### src/rtl/adcSeqPkg.sv
package adcSeqPkg;

  typedef enum logic [1:0] {
    SEQ_IDLE = 2'd0,
    SEQ_REG  = 2'd1,
    SEQ_INJ  = 2'd2
  } seqState_t;

  // Capture strobes from the sequencer to the result datapath
  typedef struct packed {
    logic capInj;
    logic capReg;
  } seqStrobe_t;

endpackage

### src/rtl/adcSeqCtrl.sv
module adcSeqCtrl
  import adcSeqPkg::*;
(
  input  logic       clk,
  input  logic       rstN,
  input  logic       regTrig,
  input  logic       injTrig,
  input  logic       contMode,
  input  logic       convDone,
  output logic       convStart,
  output logic       convSel,
  output logic       convAbort,
  output seqStrobe_t strb,
  output seqState_t  stateOut
);

  seqState_t state, stateNext;
  logic      regPend, regPendNext;
  logic      startNext, selNext, abortNext;

  always_comb begin
    stateNext   = state;
    regPendNext = regPend;
    startNext   = 1'b0;
    selNext     = convSel;
    abortNext   = 1'b0;
    strb        = '0;
    case (state)
      SEQ_IDLE: begin
        if (injTrig) begin
          // injected channel always wins; a coincident regular request waits
          stateNext = SEQ_INJ;
          startNext = 1'b1;
          selNext   = 1'b1;
          if (regTrig) regPendNext = 1'b1;
        end else if (regTrig || contMode || regPend) begin
          stateNext   = SEQ_REG;
          startNext   = 1'b1;
          selNext     = 1'b0;
          regPendNext = 1'b0;
        end
      end
      SEQ_REG: begin
        if (convDone) begin
          strb.capReg = 1'b1;
          if (injTrig) begin
            stateNext = SEQ_INJ;
            startNext = 1'b1;
            selNext   = 1'b1;
          end else begin
            stateNext = SEQ_IDLE;
          end
        end else if (injTrig) begin
          // preempt: halt the regular conversion and remember to redo it
          abortNext   = 1'b1;
          startNext   = 1'b1;
          selNext     = 1'b1;
          regPendNext = 1'b1;
          stateNext   = SEQ_INJ;
        end
      end
      SEQ_INJ: begin
        if (regTrig) regPendNext = 1'b1;
        if (convDone) begin
          strb.capInj = 1'b1;
          if (regPend || regTrig) begin
            stateNext   = SEQ_REG;
            startNext   = 1'b1;
            selNext     = 1'b0;
            regPendNext = 1'b0;
          end else begin
            stateNext = SEQ_IDLE;
          end
        end
      end
      default: stateNext = SEQ_IDLE;
    endcase
  end

  always_ff @(posedge clk or negedge rstN) begin
    if (!rstN) begin
      state     <= SEQ_IDLE;
      regPend   <= 1'b0;
      convStart <= 1'b0;
      convSel   <= 1'b0;
      convAbort <= 1'b0;
    end else begin
      state     <= stateNext;
      regPend   <= regPendNext;
      convStart <= startNext;
      convSel   <= selNext;
      convAbort <= abortNext;
    end
  end

  assign stateOut = state;

endmodule

### src/rtl/adcSeqData.sv
module adcSeqData
  import adcSeqPkg::*;
#(
  parameter int DATA_W = 12
) (
  input  logic              clk,
  input  logic              rstN,
  input  seqStrobe_t        strb,
  input  logic [DATA_W-1:0] convData,
  input  logic [DATA_W-1:0] highThr,
  input  logic [DATA_W-1:0] lowThr,
  input  logic              wdEnReg,
  input  logic              wdEnInj,
  input  logic              clrRegEoc,
  input  logic              clrInjEoc,
  input  logic              clrWd,
  output logic [DATA_W-1:0] regData,
  output logic              regEoc,
  output logic [DATA_W-1:0] injData,
  output logic              injEoc,
  output logic              wdFlag
);

  localparam int NCH = 2;  // index 0 regular, 1 injected

  logic [NCH-1:0]             capVec, clrVec, chkVec, eocVec;
  logic [NCH-1:0][DATA_W-1:0] resBus;
  logic                       outside, hit;

  assign capVec = {strb.capInj, strb.capReg};
  assign clrVec = {clrInjEoc, clrRegEoc};
  assign chkVec = {wdEnInj, wdEnReg};

  for (genvar g = 0; g < NCH; g++) begin : g_ch
    logic [DATA_W-1:0] resR;
    logic              eocR;
    always_ff @(posedge clk or negedge rstN) begin
      if (!rstN) begin
        resR <= '0;
        eocR <= 1'b0;
      end else begin
        if (capVec[g]) resR <= convData;
        eocR <= capVec[g] | (eocR & ~clrVec[g]);
      end
    end
    assign resBus[g] = resR;
    assign eocVec[g] = eocR;
  end

  // window: equality with a bound counts as inside
  assign outside = (convData > highThr) || (convData < lowThr);
  assign hit     = outside && |(capVec & chkVec);

  always_ff @(posedge clk or negedge rstN) begin
    if (!rstN) wdFlag <= 1'b0;
    else       wdFlag <= hit | (wdFlag & ~clrWd);
  end

  assign regData = resBus[0];
  assign injData = resBus[1];
  assign regEoc  = eocVec[0];
  assign injEoc  = eocVec[1];

endmodule

### src/rtl/adcSeqWatch.sv
module adcSeqWatch
  import adcSeqPkg::*;
#(
  parameter int DATA_W = 12
) (
  input  logic              clk,
  input  logic              rstN,
  input  logic              regTrig,
  input  logic              injTrig,
  input  logic              contMode,
  output logic              convStart,
  output logic              convSel,
  output logic              convAbort,
  input  logic              convDone,
  input  logic [DATA_W-1:0] convData,
  input  logic [DATA_W-1:0] highThr,
  input  logic [DATA_W-1:0] lowThr,
  input  logic              wdEnReg,
  input  logic              wdEnInj,
  input  logic              wdIntEn,
  input  logic              clrRegEoc,
  input  logic              clrInjEoc,
  input  logic              clrWd,
  output logic [DATA_W-1:0] regData,
  output logic              regEoc,
  output logic [DATA_W-1:0] injData,
  output logic              injEoc,
  output logic              wdFlag,
  output logic              irq
);

  seqStrobe_t strb;
  seqState_t  seqState;

  adcSeqCtrl u_ctrl (
    .clk       (clk),
    .rstN      (rstN),
    .regTrig   (regTrig),
    .injTrig   (injTrig),
    .contMode  (contMode),
    .convDone  (convDone),
    .convStart (convStart),
    .convSel   (convSel),
    .convAbort (convAbort),
    .strb      (strb),
    .stateOut  (seqState)
  );

  adcSeqData #(.DATA_W(DATA_W)) u_data (
    .clk       (clk),
    .rstN      (rstN),
    .strb      (strb),
    .convData  (convData),
    .highThr   (highThr),
    .lowThr    (lowThr),
    .wdEnReg   (wdEnReg),
    .wdEnInj   (wdEnInj),
    .clrRegEoc (clrRegEoc),
    .clrInjEoc (clrInjEoc),
    .clrWd     (clrWd),
    .regData   (regData),
    .regEoc    (regEoc),
    .injData   (injData),
    .injEoc    (injEoc),
    .wdFlag    (wdFlag)
  );

  assign irq = wdFlag & wdIntEn;

endmodule

### config.mk
export PLATFORM = sky130hd
export DESIGN_NAME = adcSeqWatch
export DESIGN_NICKNAME = d
export VERILOG_FILES = /design/src/rtl/adcSeqPkg.sv /design/src/rtl/adcSeqCtrl.sv /design/src/rtl/adcSeqData.sv /design/src/rtl/adcSeqWatch.sv
export SDC_FILE = /design/constraint.sdc
export NUM_CORES = 1
export LEC_CHECK = 0
export ABC_CLOCK_PERIOD_IN_PS = 4000
export BUFFER_PORTS_ARGS = -buffer_cell sky130_fd_sc_hd__buf_2
export CAP_MARGIN = 20
export CORE_ASPECT_RATIO = 1.75
export CORE_MARGIN = 2
export CORE_UTILIZATION = 35
export DETAILED_ROUTE_END_ITERATION = 6
export SLEW_MARGIN = 20
export SYNTH_ARGS = -nofsm -noshare
export SYNTH_HDL_FRONTEND = slang
export SYNTH_SLANG_ARGS = --single-unit
### constraint.sdc
create_clock -name clk -period 4 [get_ports clk]
set_input_delay 1 -clock clk [delete_from_list [all_inputs] [get_ports clk]]
set_output_delay 1 -clock clk [all_outputs]
set_load 0.01 [all_outputs]
# Word-level counts from Yosys, hierarchy flattened
# Index checks and enable logic that the tools add are counted.
[op_classes] n_lt_le_gt_ge=2 n_eq_ne=8 n_mux=31 n_bitwise=11 reduce_logical=11
[op_table] cell="1-bit two-way mux" n=21
[op_table] cell="12-bit greater-than comparator" n=1
[op_table] cell="12-bit less-than comparator" n=1
[op_table] cell="2-bit two-way mux" n=6
[op_table] cell="1-bit one-hot mux with 3 select lines" n=3
[op_table] cell="2-bit != test (second input constant)" n=3
[op_table] cell="2-bit one-hot mux with 3 select lines" n=1
[op_table] cell="5-bit AND reduction" n=1
[op_table] cell="1-bit AND" n=4
[op_table] cell="1-bit logical OR" n=4
[op_table] cell="4-bit AND reduction" n=1
[op_table] cell="3-bit by 2-bit != test with 1-bit output (second input constant)" n=1
[op_table] cell="3-bit != test (second input constant)" n=1
[op_table] cell="1-bit inverter" n=3
[op_table] cell="1-bit OR" n=3
[op_table] cell="3-bit AND reduction" n=1
[op_table] cell="3-bit nonzero test" n=1
[op_table] cell="2-bit AND" n=1
[op_table] cell="2-bit by 1-bit equality test with 1-bit output (second input constant)" n=1
[op_table] cell="2-bit equality test (second input constant)" n=1
[op_table] cell="2-bit logical NOT" n=1
[op_table] cell="2-bit by 1-bit != test with 1-bit output (second input constant)" n=1
[op_table] cell="2-bit OR reduction" n=1
[op_table] cell="1-bit logical AND" n=1
[word_totals] ff_bits=33 in_bits=48 output_inout_bits=31 wordCells=73

# Logic depth before layout (Yosys ltp)
# Gate-level depths: netlist of run 1.
[depth] word_depth=6 ltp_mapped=8 depth_no_buf=7

# By module
# Synthesis of run 1 repeated with hierarchy kept, for this count alone.
[unflattened] cells_unflattened=188 hier_area_um2=2045.7
[modules_own_cells] module="adcSeqData" instances=1 cells_each=140 area_per_inst_um2=1616.6 seq_area_each_um2=675.6
[modules_own_cells] module="adcSeqCtrl" instances=1 cells_each=47 area_per_inst_um2=422.9 seq_area_each_um2=150.1
[modules_own_cells] module="adcSeqWatch" instances=1 cells_each=1 area_per_inst_um2=6.3 seq_area_each_um2=0.0

# Worst setup path after synthesis of run 1
# No wires, ideal clock.
[synth_path] path_kind="input-to-reg" from="input highThr[11]" to="register u_data.wdFlag" setup_ns=0.087 t_arrival_ns=2.061 t_required_ns=3.913 slack_ns=1.853 stages=7 n_path_buf=0 cell_sequence="inv_1 > ha_1 > nand2_1 > o21ai_1 > a41oi_1 > or3_1 > o211ai_1"
[synth_between] elab_chain_cells=4
[synth_rtl] element="start: declaration" line="adcSeqWatch.sv:16" rtl="input logic [DATA_W-1:0] highThr,"
[synth_rtl] element="12-bit greater-than comparator" line="adcSeqData.sv:51" rtl="assign outside = (convData > highThr) || (convData < lowThr);"
[synth_rtl] element="1-bit logical OR" line="adcSeqData.sv:51"
[synth_rtl] element="1-bit logical AND" line="adcSeqData.sv:52" rtl="assign hit = outside && |(capVec & chkVec);"
[synth_rtl] element="1-bit OR" line="adcSeqData.sv:56" rtl="else wdFlag <= hit | (wdFlag & ~clrWd);"
[synth_rtl] element="end signal: assignment" line="adcSeqData.sv:56"
[synth_rtl] element="end: declaration" line="adcSeqData.sv:21" rtl="output logic wdFlag"
# No other way between the ends.
# A chain may end at the register's enable or synchronous reset.

# Worst setup path after layout of run 1
[layout_path] from="input wdIntEn" to="output irq"
[layout_between] elab_chain_cells=1
[layout_rtl] element="start: declaration" line="adcSeqWatch.sv:20" rtl="input logic wdIntEn,"
[layout_rtl] element="1-bit AND" line="adcSeqWatch.sv:68" rtl="assign irq = wdFlag & wdIntEn;"
[layout_rtl] element="end: declaration" line="adcSeqWatch.sv:29" rtl="output logic irq"
# No other way between the ends.

==> out/results.txt, run 1 <==
drc violations -> 0
synth unique cells -> 27
final slew viol count -> 0
Peak VDD IR -> 0.0004361 V
CTS max path bufs -> 2
Fmax -> 427.2 MHz
Hold WC Path Type -> reg2reg
fin nets -> 351
clock power share -> 23.3%
critical path startpoint -> wdIntEn
Resized cells post-CTS -> 0
Ys Warns -> 0
P_int -> 1072 uW
Starting Density -> 36.00%
area growth from synthesis to layout -> 30.17%
hold path endpoint -> u_data.injData[0]$_DFFE_PN0P_
commonest non-fill, non-tap cell in the layout -> buf_2
Top Ports -> 79
setup slack, reg-to-reg -> 2100 ps
register bit total from synthesis -> 33
relative slew slack -> 49.93%
cells on worst reg2reg path -> 4
vias in the first global route -> 1606
Clock Latency Late Sink -> 290 ps
Switch Pwr -> 538.9 uW
Avg Cell Area, Syn -> 10.14 sq um
Net Sw Frac -> 33.45%
Setup crit end kind -> output pin
DIE WIDTH -> 60.83 um
sequential power share -> 35.7%
GRT overflow -> 0
share of layout cells above drive strength 1 -> 40.07%
sequential area share after synthesis -> 41.75%
Vias per Instance -> 4.717
number of max-cap violations -> 0
Max FO, Critical Path -> 1
Reg clk slew, reported paths -> 70 ps
Fillers -> 595
Worst Hold Launch -> u_data.injData[0]$_DFFE_PN0P_
WP data required -> 3000 ps
Critical Path Start Type -> primary input
Core ar. -> 0.005495 sq mm
die area -> 0.006293 sq mm
clock root buffer -> clkbuf_8
Post-DP HPWL -> 3756 um
Final Hold Fails -> 0
First-pass DRT Iterations -> 4
initial drt markers -> 26
Worst EP arrival -> 1340 ps
CTS tree -> built
Placer Congestion -> 0.8172
clk_skew -> 6.562 ps
number of diodes -> 0
fin crit period -> 2341 ps
Total Routed Length -> 4700 um
final setup TNS -> 0 ps
first-pass GRT wire length -> 7203 um
clock sink count -> 33
hold_buf cts -> 0
Hold Path Depth -> 2
Buffers on Ports -> 78
Post-Syn Nets -> 270
Pleak -> 0.001366 uW
Setup Viol. Count Final -> 0
outcome -> completed
most frequent cells in the layout -> buf_2, dfrtp_1, inv_1
P per Cell Area -> 625.7 mW/mm^2
GRT Util Overall -> 15.58%
largest net degree at the start of global routing -> 34
Wirelength per Cell -> 13.31 um
post-CTS setup buffer count -> 0
die height -> 103.5 um
fin crit share -> 58.52%
antenna-violating nets left -> 0
mapped cell area -> 0.001978 sq mm
unrepaired setup endpoints after global routing -> no
cell row count -> 36
Worst Max-Slew Pin Slew -> 751.1 ps
CP Class -> in2out
initial antenna violation count -> 0
htree depth -> 2
reg-to-reg endpoint -> u_data.regData[6]$_DFFE_PN0P_
WHS -> 487.7 ps
vias after detailed routing -> 1665
share of total power in combinational logic -> 41.0%
CTS Buf Count -> 5
Worst R2R Start -> u_ctrl.stateOut[1]$_DFFE_PN0P_
Gate Count Post-Synth -> 195
power groups by stage:
| stage | clock (uW) | sequential (uW) | combinational (uW) |
|---|---|---|---|
| final | 376 | 575 | 660 |
| after global routing | 400 | 595 | 744 |
| after CTS | 387 | 576 | 672 |
| after detailed placement | 0 | 582 | 671 |
| after global placement | 0 | 577 | 661 |
| after floorplan | 0 | 649 | 346 |
critical path, stage by stage:
cell	delay, ps
buf_2	90
and2_1	120
buf_2	130
area by class of cell:
class | instances | area (sq um) | area share, %
clock inverter | 3 | 65.06 | 2.527
clock buffer | 5 | 68.82 | 2.672
tap | 76 | 95.09 | 3.693
timing repair buffer | 78 | 390.4 | 15.16
sequential | 33 | 825.8 | 32.07
multi-input combinational | 130 | 1025 | 39.80
inverter | 28 | 105.1 | 4.082
layer usage:
metal,GRT usage [%],vias to the layer above,part of all wire (%)
met5,0,-,0
met2,27.05,47,53
met1,18.50,773,40
met4,5.518,0,1.7
met3,3.358,5,5.3
li1,-,840,-
metrics by stage:
| step | cell area (sq um) | utilization [%] | total power, uW | setup WS, ps | instances |
|---|---|---|---|---|---|
| global placement | 2441 | 44.42 | 1238 | 1660 | 345 |
| floorplan | 1978 | - | 995.2 | 1853 | 195 |
| detailed placement | 2441 | 44.42 | 1253 | 1623 | 345 |
| global route | 2575 | 46.86 | 1739 | 1626 | 353 |
| finish | 2575 | 46.86 | 1611 | 1659 | 353 |
| CTS | 2575 | 46.86 | 1635 | 1658 | 353 |
cells in the mapped netlist, drive strengths merged:
library cell | instances | share of area (%)
nor4 | 2 | 0.63
dfrtp | 33 | 42
ha | 27 | 17
buf | 4 | 1.1
and2 | 1 | 0.32
a21oi | 13 | 3.3
or3 | 1 | 0.32
o21ai | 16 | 4.0
nor3 | 2 | 0.76
a41oi | 1 | 0.44
nand2 | 13 | 2.5
inv | 28 | 5.3
nand3 | 1 | 0.25
o211ai | 2 | 0.76
o22a | 1 | 0.44
nor2 | 11 | 2.1
o31ai | 1 | 0.38
mux2 | 24 | 14
a211oi | 3 | 1.1
nor2b | 2 | 0.63
o21bai | 2 | 0.76
a22o | 1 | 0.44
nand4 | 4 | 1.3
nand2b | 2 | 0.63
flip-flops by register name, summed over array words and instances (netlist names):
| signal | count |
|---|---|
| u_ctrl.convAbort | 1 |
| u_data.wdFlag | 1 |
| u_ctrl.stateOut | 2 |
| u_data.injEoc | 1 |
| u_ctrl.regPend | 1 |
| u_data.regData | 12 |
| u_ctrl.convSel | 1 |
| u_ctrl.convStart | 1 |
| u_data.injData | 12 |
| u_data.regEoc | 1 |
kinds of logic (layout without fill, tap and decap cells):
kind of cell	Yosys count	after routing	synth area share [%]
flip-flops	33	33	41.75
AND/OR/NAND/NOR	39	39	9.361
buffers and inverters	32	114	6.451
multiplexers	24	24	13.66
AO/OA/AOI/OAI	40	40	11.70
adder cells (fa/ha/maj)	27	27	17.08
worst max-delay path by stage:
stage	endpoint	slack (ps)	cells after the start
after floorplan	u_data.wdFlag$_DFF_PN0_	1850	7
after global placement	irq	1660	3
after detailed placement	u_data.wdFlag$_DFF_PN0_	1620	7
after CTS	irq	1660	3
after global routing	irq	1630	3
final	irq	1660	3
No activity file was read; power rests on OpenSTA's default activity.
==> run 2: changes to the inputs <==
--- a/config.mk
+++ b/config.mk
@@ -5,7 +5,7 @@
 export SDC_FILE = /design/constraint.sdc
 export NUM_CORES = 1
 export LEC_CHECK = 0
-export ABC_CLOCK_PERIOD_IN_PS = 4000
+export ABC_CLOCK_PERIOD_IN_PS = 2360
 export BUFFER_PORTS_ARGS = -buffer_cell sky130_fd_sc_hd__buf_2
 export CAP_MARGIN = 20
 export CORE_ASPECT_RATIO = 1.75
==> constraint.sdc (replaced) <==
create_clock -name clk -period 2.36 [get_ports clk]
set_input_delay 0.59 -clock clk [delete_from_list [all_inputs] [get_ports clk]]
set_output_delay 0.59 -clock clk [all_outputs]
set_load 0.01 [all_outputs]
==> out/results.txt, run 2 (synthesis results as in run 1) <==
outcome -> completed
Pleak -> 0.001356 uW (-0.75%)
WHS -> 376.9 ps (-110.8 ps)
Resized cells post-CTS -> 0 (unchanged)
GRT overflow -> 0 (unchanged)
Core ar. -> 0.005495 sq mm (unchanged)
Top Ports -> 79 (unchanged)
First-pass DRT Iterations -> 4 (unchanged)
Buffers on Ports -> 78 (unchanged)
number of max-cap violations -> 0 (unchanged)
share of layout cells above drive strength 1 -> 40.36% (+0.28 points)
Switch Pwr -> 897.5 uW (+67%)
Worst EP arrival -> 2000 ps (+660 ps)
Peak VDD IR -> 0.0005830 V (+34%)
clock root buffer -> clkbuf_8
Setup crit end kind -> flop
die area -> 0.006293 sq mm (unchanged)
WP data required -> 2560 ps (-440 ps)
CP Class -> reg2reg
Fillers -> 564 (-5.2%)
commonest non-fill, non-tap cell in the layout -> buf_2
Hold WC Path Type -> in2async
Fmax -> 555.6 MHz
die height -> 103.5 um (unchanged)
cell row count -> 36 (unchanged)
GRT Util Overall -> 15.51% (-0.066 points)
P_int -> 1616 uW (+51%)
final slew viol count -> 0 (unchanged)
busiest layer in global routing -> met2
CTS max path bufs -> 2 (unchanged)
post-CTS setup buffer count -> 0 (unchanged)
clock power share -> 16.2% (-7.1 points)
Final Hold Fails -> 0 (unchanged)
Post-DP HPWL -> 3865 um (+2.9%)
CTS tree -> built
htree depth -> 2 (unchanged)
fin crit period -> 1800 ps
clock sink count -> 33 (unchanged)
Max FO, Critical Path -> 9 (+8)
largest net degree at the start of global routing -> 34 (unchanged)
relative slew slack -> 49.82% (-0.11 points)
final setup TNS -> 0 ps (unchanged)
Wirelength per Cell -> 13.04 um (-2.1%)
number of diodes -> 0 (unchanged)
fin crit share -> 76.27%
Vias per Instance -> 4.652 (-1.4%)
clk_skew -> 4.978 ps (-1.583 ps)
DIE WIDTH -> 60.83 um (unchanged)
initial drt markers -> 31 (+19%)
CTS Buf Count -> 5 (unchanged)
GR Layer Usage met3 -> 3.731% (+0.37 points)
Reg clk slew, reported paths -> 70 ps (about the same)
global-route met1 utilization -> 17.66% (-0.84 points)
Total Routed Length -> 4641 um (-1.3%)
Clock Latency Late Sink -> 280 ps (about the same)
antenna-violating nets left -> 0 (unchanged)
Net Sw Frac -> 35.70% (+2.3 points)
vias in the first global route -> 1613 (+0.44%)
share of total power in combinational logic -> 45.1% (+4.1 points)
P per Cell Area -> 987.3 mW/mm^2 (+58%)
unrepaired setup endpoints after global routing -> no
vias after detailed routing -> 1656 (-0.54%)
Critical Path Start Type -> flop
most frequent cells in the layout -> buf_2, dfrtp_1, inv_1
area growth from synthesis to layout -> 28.72%
Starting Density -> 36.00% (unchanged)
Worst Max-Slew Pin Slew -> 752.7 ps (+1.622 ps)
hold_buf cts -> 0 (unchanged)
first-pass GRT wire length -> 7245 um (+0.58%)
Setup Viol. Count Final -> 0 (unchanged)
met2 usage -> 27.71% (+0.66 points)
sequential power share -> 38.7% (+3.0 points)
Placer Congestion -> 0.8105 (-0.82%)
initial antenna violation count -> 0 (unchanged)
fin nets -> 354 (+0.85%)
drc violations -> 0 (unchanged)
[run 2: changes by cell type in the layout (fill, tap and decap cells not counted)]
cell,previous run,this run
buf_4,0,3
bufinv_16,2,0
clkbuf_1,0,1
clkinv_2,1,2
[run 2: power by group through the flow]
stage               sequential (uW)  combinational [uW]  clock [uW]
floorplan                      1100                 586           0
global placement                978                1140           0
detailed placement              985                1150           0
CTS                             976                1150         426
global route                   1010                1280         447
finish                          973                1130         407
[run 2: through the flow]
| stage | total power, uW | area, sq um | setup slack (ps) | std cells | util [%] |
|---|---|---|---|---|---|
| CTS | 2555 | 2546 | 556.3 | 356 | 46.33 |
| global placement | 2119 | 2464 | 460.4 | 348 | 44.83 |
| global route | 2734 | 2546 | 438.6 | 356 | 46.33 |
| detailed placement | 2138 | 2464 | 411.6 | 348 | 44.83 |
| floorplan | 1687 | 1978 | 622.9 | 195 | - |
| finish | 2514 | 2546 | 560.0 | 356 | 46.33 |
[run 2: critical path, cell delays in order, from the launching register on]
cell and delay, ps:
dfrtp_1 410, inv_1 110, ha_1 340, a22o_1 200
nand2_1 100, or3_1 390, o211ai_1 150
[run 2: final cells by class]
class                   instances  area (sq um)  share of cell area (%)
clock buffers                   6         72.57                   2.850
clock inverters                 2         10.01                  0.3931
inverters                      28         105.1                   4.128
multi-input cells             130          1025                   40.25
flip-flops and latches         33         825.8                   32.43
well taps                      76         95.09                   3.735
repair buffers                 81         412.9                   16.22
[run 2: routing by layer]
| metal | vias up | wire (um) |
|---|---|---|
| li1 | 845 | - |
| met1 | 760 | 1759 |
| met2 | 46 | 2519 |
| met3 | 5 | 284 |
| met4 | 0 | 78 |
| met5 | - | 0 |
[run 2: final timing paths]
| check | slack [ps] | depth (start not counted) | start | endpoint |
|---|---|---|---|---|
| worst max register to register | 560 | 6 | u_ctrl.stateOut[1]$_DFFE_PN0P_ | u_data.wdFlag$_DFF_PN0_ |
| worst min register to register | 490 | 2 | u_data.injData[0]$_DFFE_PN0P_ | u_data.injData[0]$_DFFE_PN0P_ |
| worst min-delay path | 380 | 1 | rstN | u_data.regData[10]$_DFFE_PN0P_ |
| worst max-delay path | 560 | 6 | u_ctrl.stateOut[1]$_DFFE_PN0P_ | u_data.wdFlag$_DFF_PN0_ |
| max in group asynchronous | 1510 | 1 | rstN | u_data.injData[4]$_DFFE_PN0P_ |
| min in group clk | 480 | 2 | clrRegEoc | u_data.regEoc$_DFF_PN0_ |
==> run 3: changes to the inputs <==
--- a/config.mk
+++ b/config.mk
@@ -5,7 +5,7 @@
 export SDC_FILE = /design/constraint.sdc
 export NUM_CORES = 1
 export LEC_CHECK = 0
-export ABC_CLOCK_PERIOD_IN_PS = 2360
+export ABC_CLOCK_PERIOD_IN_PS = 1590
 export BUFFER_PORTS_ARGS = -buffer_cell sky130_fd_sc_hd__buf_2
 export CAP_MARGIN = 20
 export CORE_ASPECT_RATIO = 1.75
==> constraint.sdc (replaced) <==
create_clock -name clk -period 1.59 [get_ports clk]
set_input_delay 0.3975 -clock clk [delete_from_list [all_inputs] [get_ports clk]]
set_output_delay 0.3975 -clock clk [all_outputs]
set_load 0.01 [all_outputs]
==> out/results.txt, run 3 (synthesis results as in run 1) <==
final slew viol count -> 0 (unchanged)
CP Class -> reg2reg
die area -> 0.006293 sq mm (unchanged)
Wirelength per Cell -> 12.86 um (-1.3%)
post-route setup slack -> 65.12 ps (-494.9 ps)
GRT Util Overall -> 16.28% (+0.77 points)
DIE WIDTH -> 60.83 um (unchanged)
CTS tree -> built
Hold WC Path Type -> in2async
most frequent cells in the layout -> buf_2, dfrtp_1, inv_1
initial antenna violation count -> 0 (unchanged)
antenna-violating nets left -> 0 (unchanged)
Peak VDD IR -> 0.0008943 V (+53%)
Final Util -> 49.48% (+3.1 points)
Top Family by Delay on Critical Path -> simple AND/OR/NAND/NOR gates
htree depth -> 2 (unchanged)
critical path buffer and inverter count -> 1 (unchanged)
Worst Max-Slew Pin Slew -> 335.3 ps (-417.4 ps)
fin crit share -> 95.90% (+20 points)
Core ar. -> 0.005495 sq mm (unchanged)
Top Ports -> 79 (unchanged)
outcome -> completed
final setup TNS -> 0 ps (unchanged)
Post-Place Cell Area -> 0.002591 sq mm (+5.2%)
Setup Viol. Count Final -> 0 (unchanged)
Post-DP HPWL -> 4022 um (+4.1%)
Placed Cells -> 365 (+4.9%)
Total Routed Length -> 4798 um (+3.4%)
Buffers on Ports -> 78 (unchanged)
clock sink count -> 33 (unchanged)
share of layout cells above drive strength 1 -> 46.13% (+5.8 points)
Clock Latency Late Sink -> 280 ps (about the same)
first-pass GRT wire length -> 7500 um (+3.5%)
Vias per Instance -> 4.702 (+1.1%)
CTS Buf Count -> 5 (unchanged)
dpl ws -> -154.0 ps (-565.5 ps)
final cell count without fillers -> 373 (+4.8%)
P per Cell Area -> 1447 mW/mm^2 (+47%)
CP max stage delay -> 400 ps (about the same)
Fmax -> 655.8 MHz (+18%)
Max FO, Critical Path -> 3 (-6)
CP cell instances -> inv_1 > ha_2 > a22o_1 > nand2_2 > or3_1 > o211ai_1
clock root buffer -> clkbuf_8
relative slew slack -> 77.65% (+28 points)
largest net degree at the start of global routing -> 15 (-56%)
clk_skew -> 5.675 ps (+0.6968 ps)
vias after detailed routing -> 1754 (+5.9%)
Critical Path Start Type -> flop
initial drt markers -> 38 (+23%)
CTS max path bufs -> 2 (unchanged)
drc violations -> 0 (unchanged)
CP max-delay cell -> dfrtp_1
WP data required -> 1790 ps (-770 ps)
First-pass DRT Iterations -> 7 (+3)
cell row count -> 36 (unchanged)
die height -> 103.5 um (unchanged)
Pleak -> 0.001443 uW (+6.4%)
Design Area, Final -> 0.002719 sq mm (+6.8%)
vias in the first global route -> 1690 (+4.8%)
Placer Congestion -> 0.8685 (+7.2%)
Reg clk slew, reported paths -> 70 ps (about the same)
Final Hold Fails -> 0 (unchanged)
fin crit period -> 1525 ps (-275.1 ps)
unrepaired setup endpoints after global routing -> no
Setup crit end kind -> flop
Starting Density -> 36.00% (unchanged)
GRT overflow -> 0 (unchanged)
Worst EP arrival -> 1720 ps (-280 ps)
number of diodes -> 0 (unchanged)
area growth from synthesis to layout -> 37.44%
number of max-cap violations -> 0 (unchanged)
commonest non-fill, non-tap cell in the layout -> buf_2
fin nets -> 372 (+5.1%)
[run 3: cell types whose count changed in the layout (fill, tap and decap cells not counted), sizes merged]
cell	before	now
clkinvlp	0	1
clkinv	2	0
buf	81	99
[run 3: metrics by stage]
stage	total power, uW	hold slack (ps)
finish	3934	8.673
detailed placement	3278	317.6
floorplan	2504	101.9
CTS	3935	13.93
global route	4242	30.40
global placement	3245	317.7
[run 3: cell type report]
cell class                 count  area [sq um]
tap                           76         95.09
multi-input combinational    130          1051
fill                         567          2776
inverter                      28         105.1
clock buffer                   6         82.58
clock inverter                 1         7.507
sequential                    33         825.8
timing repair buffer          99         551.8
[run 3: power by group]
part | switching, uW | leakage (uW) | internal [uW] | total (uW)
Clock | 292 | 0.0000433 | 342 | 634
Combinational | 879 | 0.000998 | 961 | 1840
Sequential | 213 | 0.000401 | 1250 | 1460
[run 3: path summary, 6_finish.rpt]
| path | startpoint | endpoint | slack, ps | depth (start not counted) |
|---|---|---|---|---|
| min in group clk | clrRegEoc | u_data.regEoc$_DFF_PN0_ | 290 | 2 |
| max in group asynchronous | rstN | u_data.regData[0]$_DFFE_PN0P_ | 1090 | 2 |
| min reg2reg | u_data.regData[0]$_DFFE_PN0P_ | u_data.regData[0]$_DFFE_PN0P_ | 490 | 2 |
| max | u_ctrl.stateOut[0]$_DFFE_PN0P_ | u_data.wdFlag$_DFF_PN0_ | 70 | 6 |
| max reg2reg | u_ctrl.stateOut[0]$_DFFE_PN0P_ | u_data.wdFlag$_DFF_PN0_ | 70 | 6 |
| min | rstN | u_ctrl.stateOut[0]$_DFFE_PN0P_ | 9 | 1 |
[run 3: per-layer routing]
layer	vias to the layer above	routed length (um)	GRT usage, %
met3	10	240	3.234
met1	816	1864	18.90
met4	0	120	7.023
met2	54	2572	28.29
met5	-	0	0
li1	874	-	-
[run 3: repair_timing]
item,4_1_cts,5_1_grt
buffers inserted,0,1
setup endpoints to repair,1,13
resized for setup,3,7
hold buffers,0,0
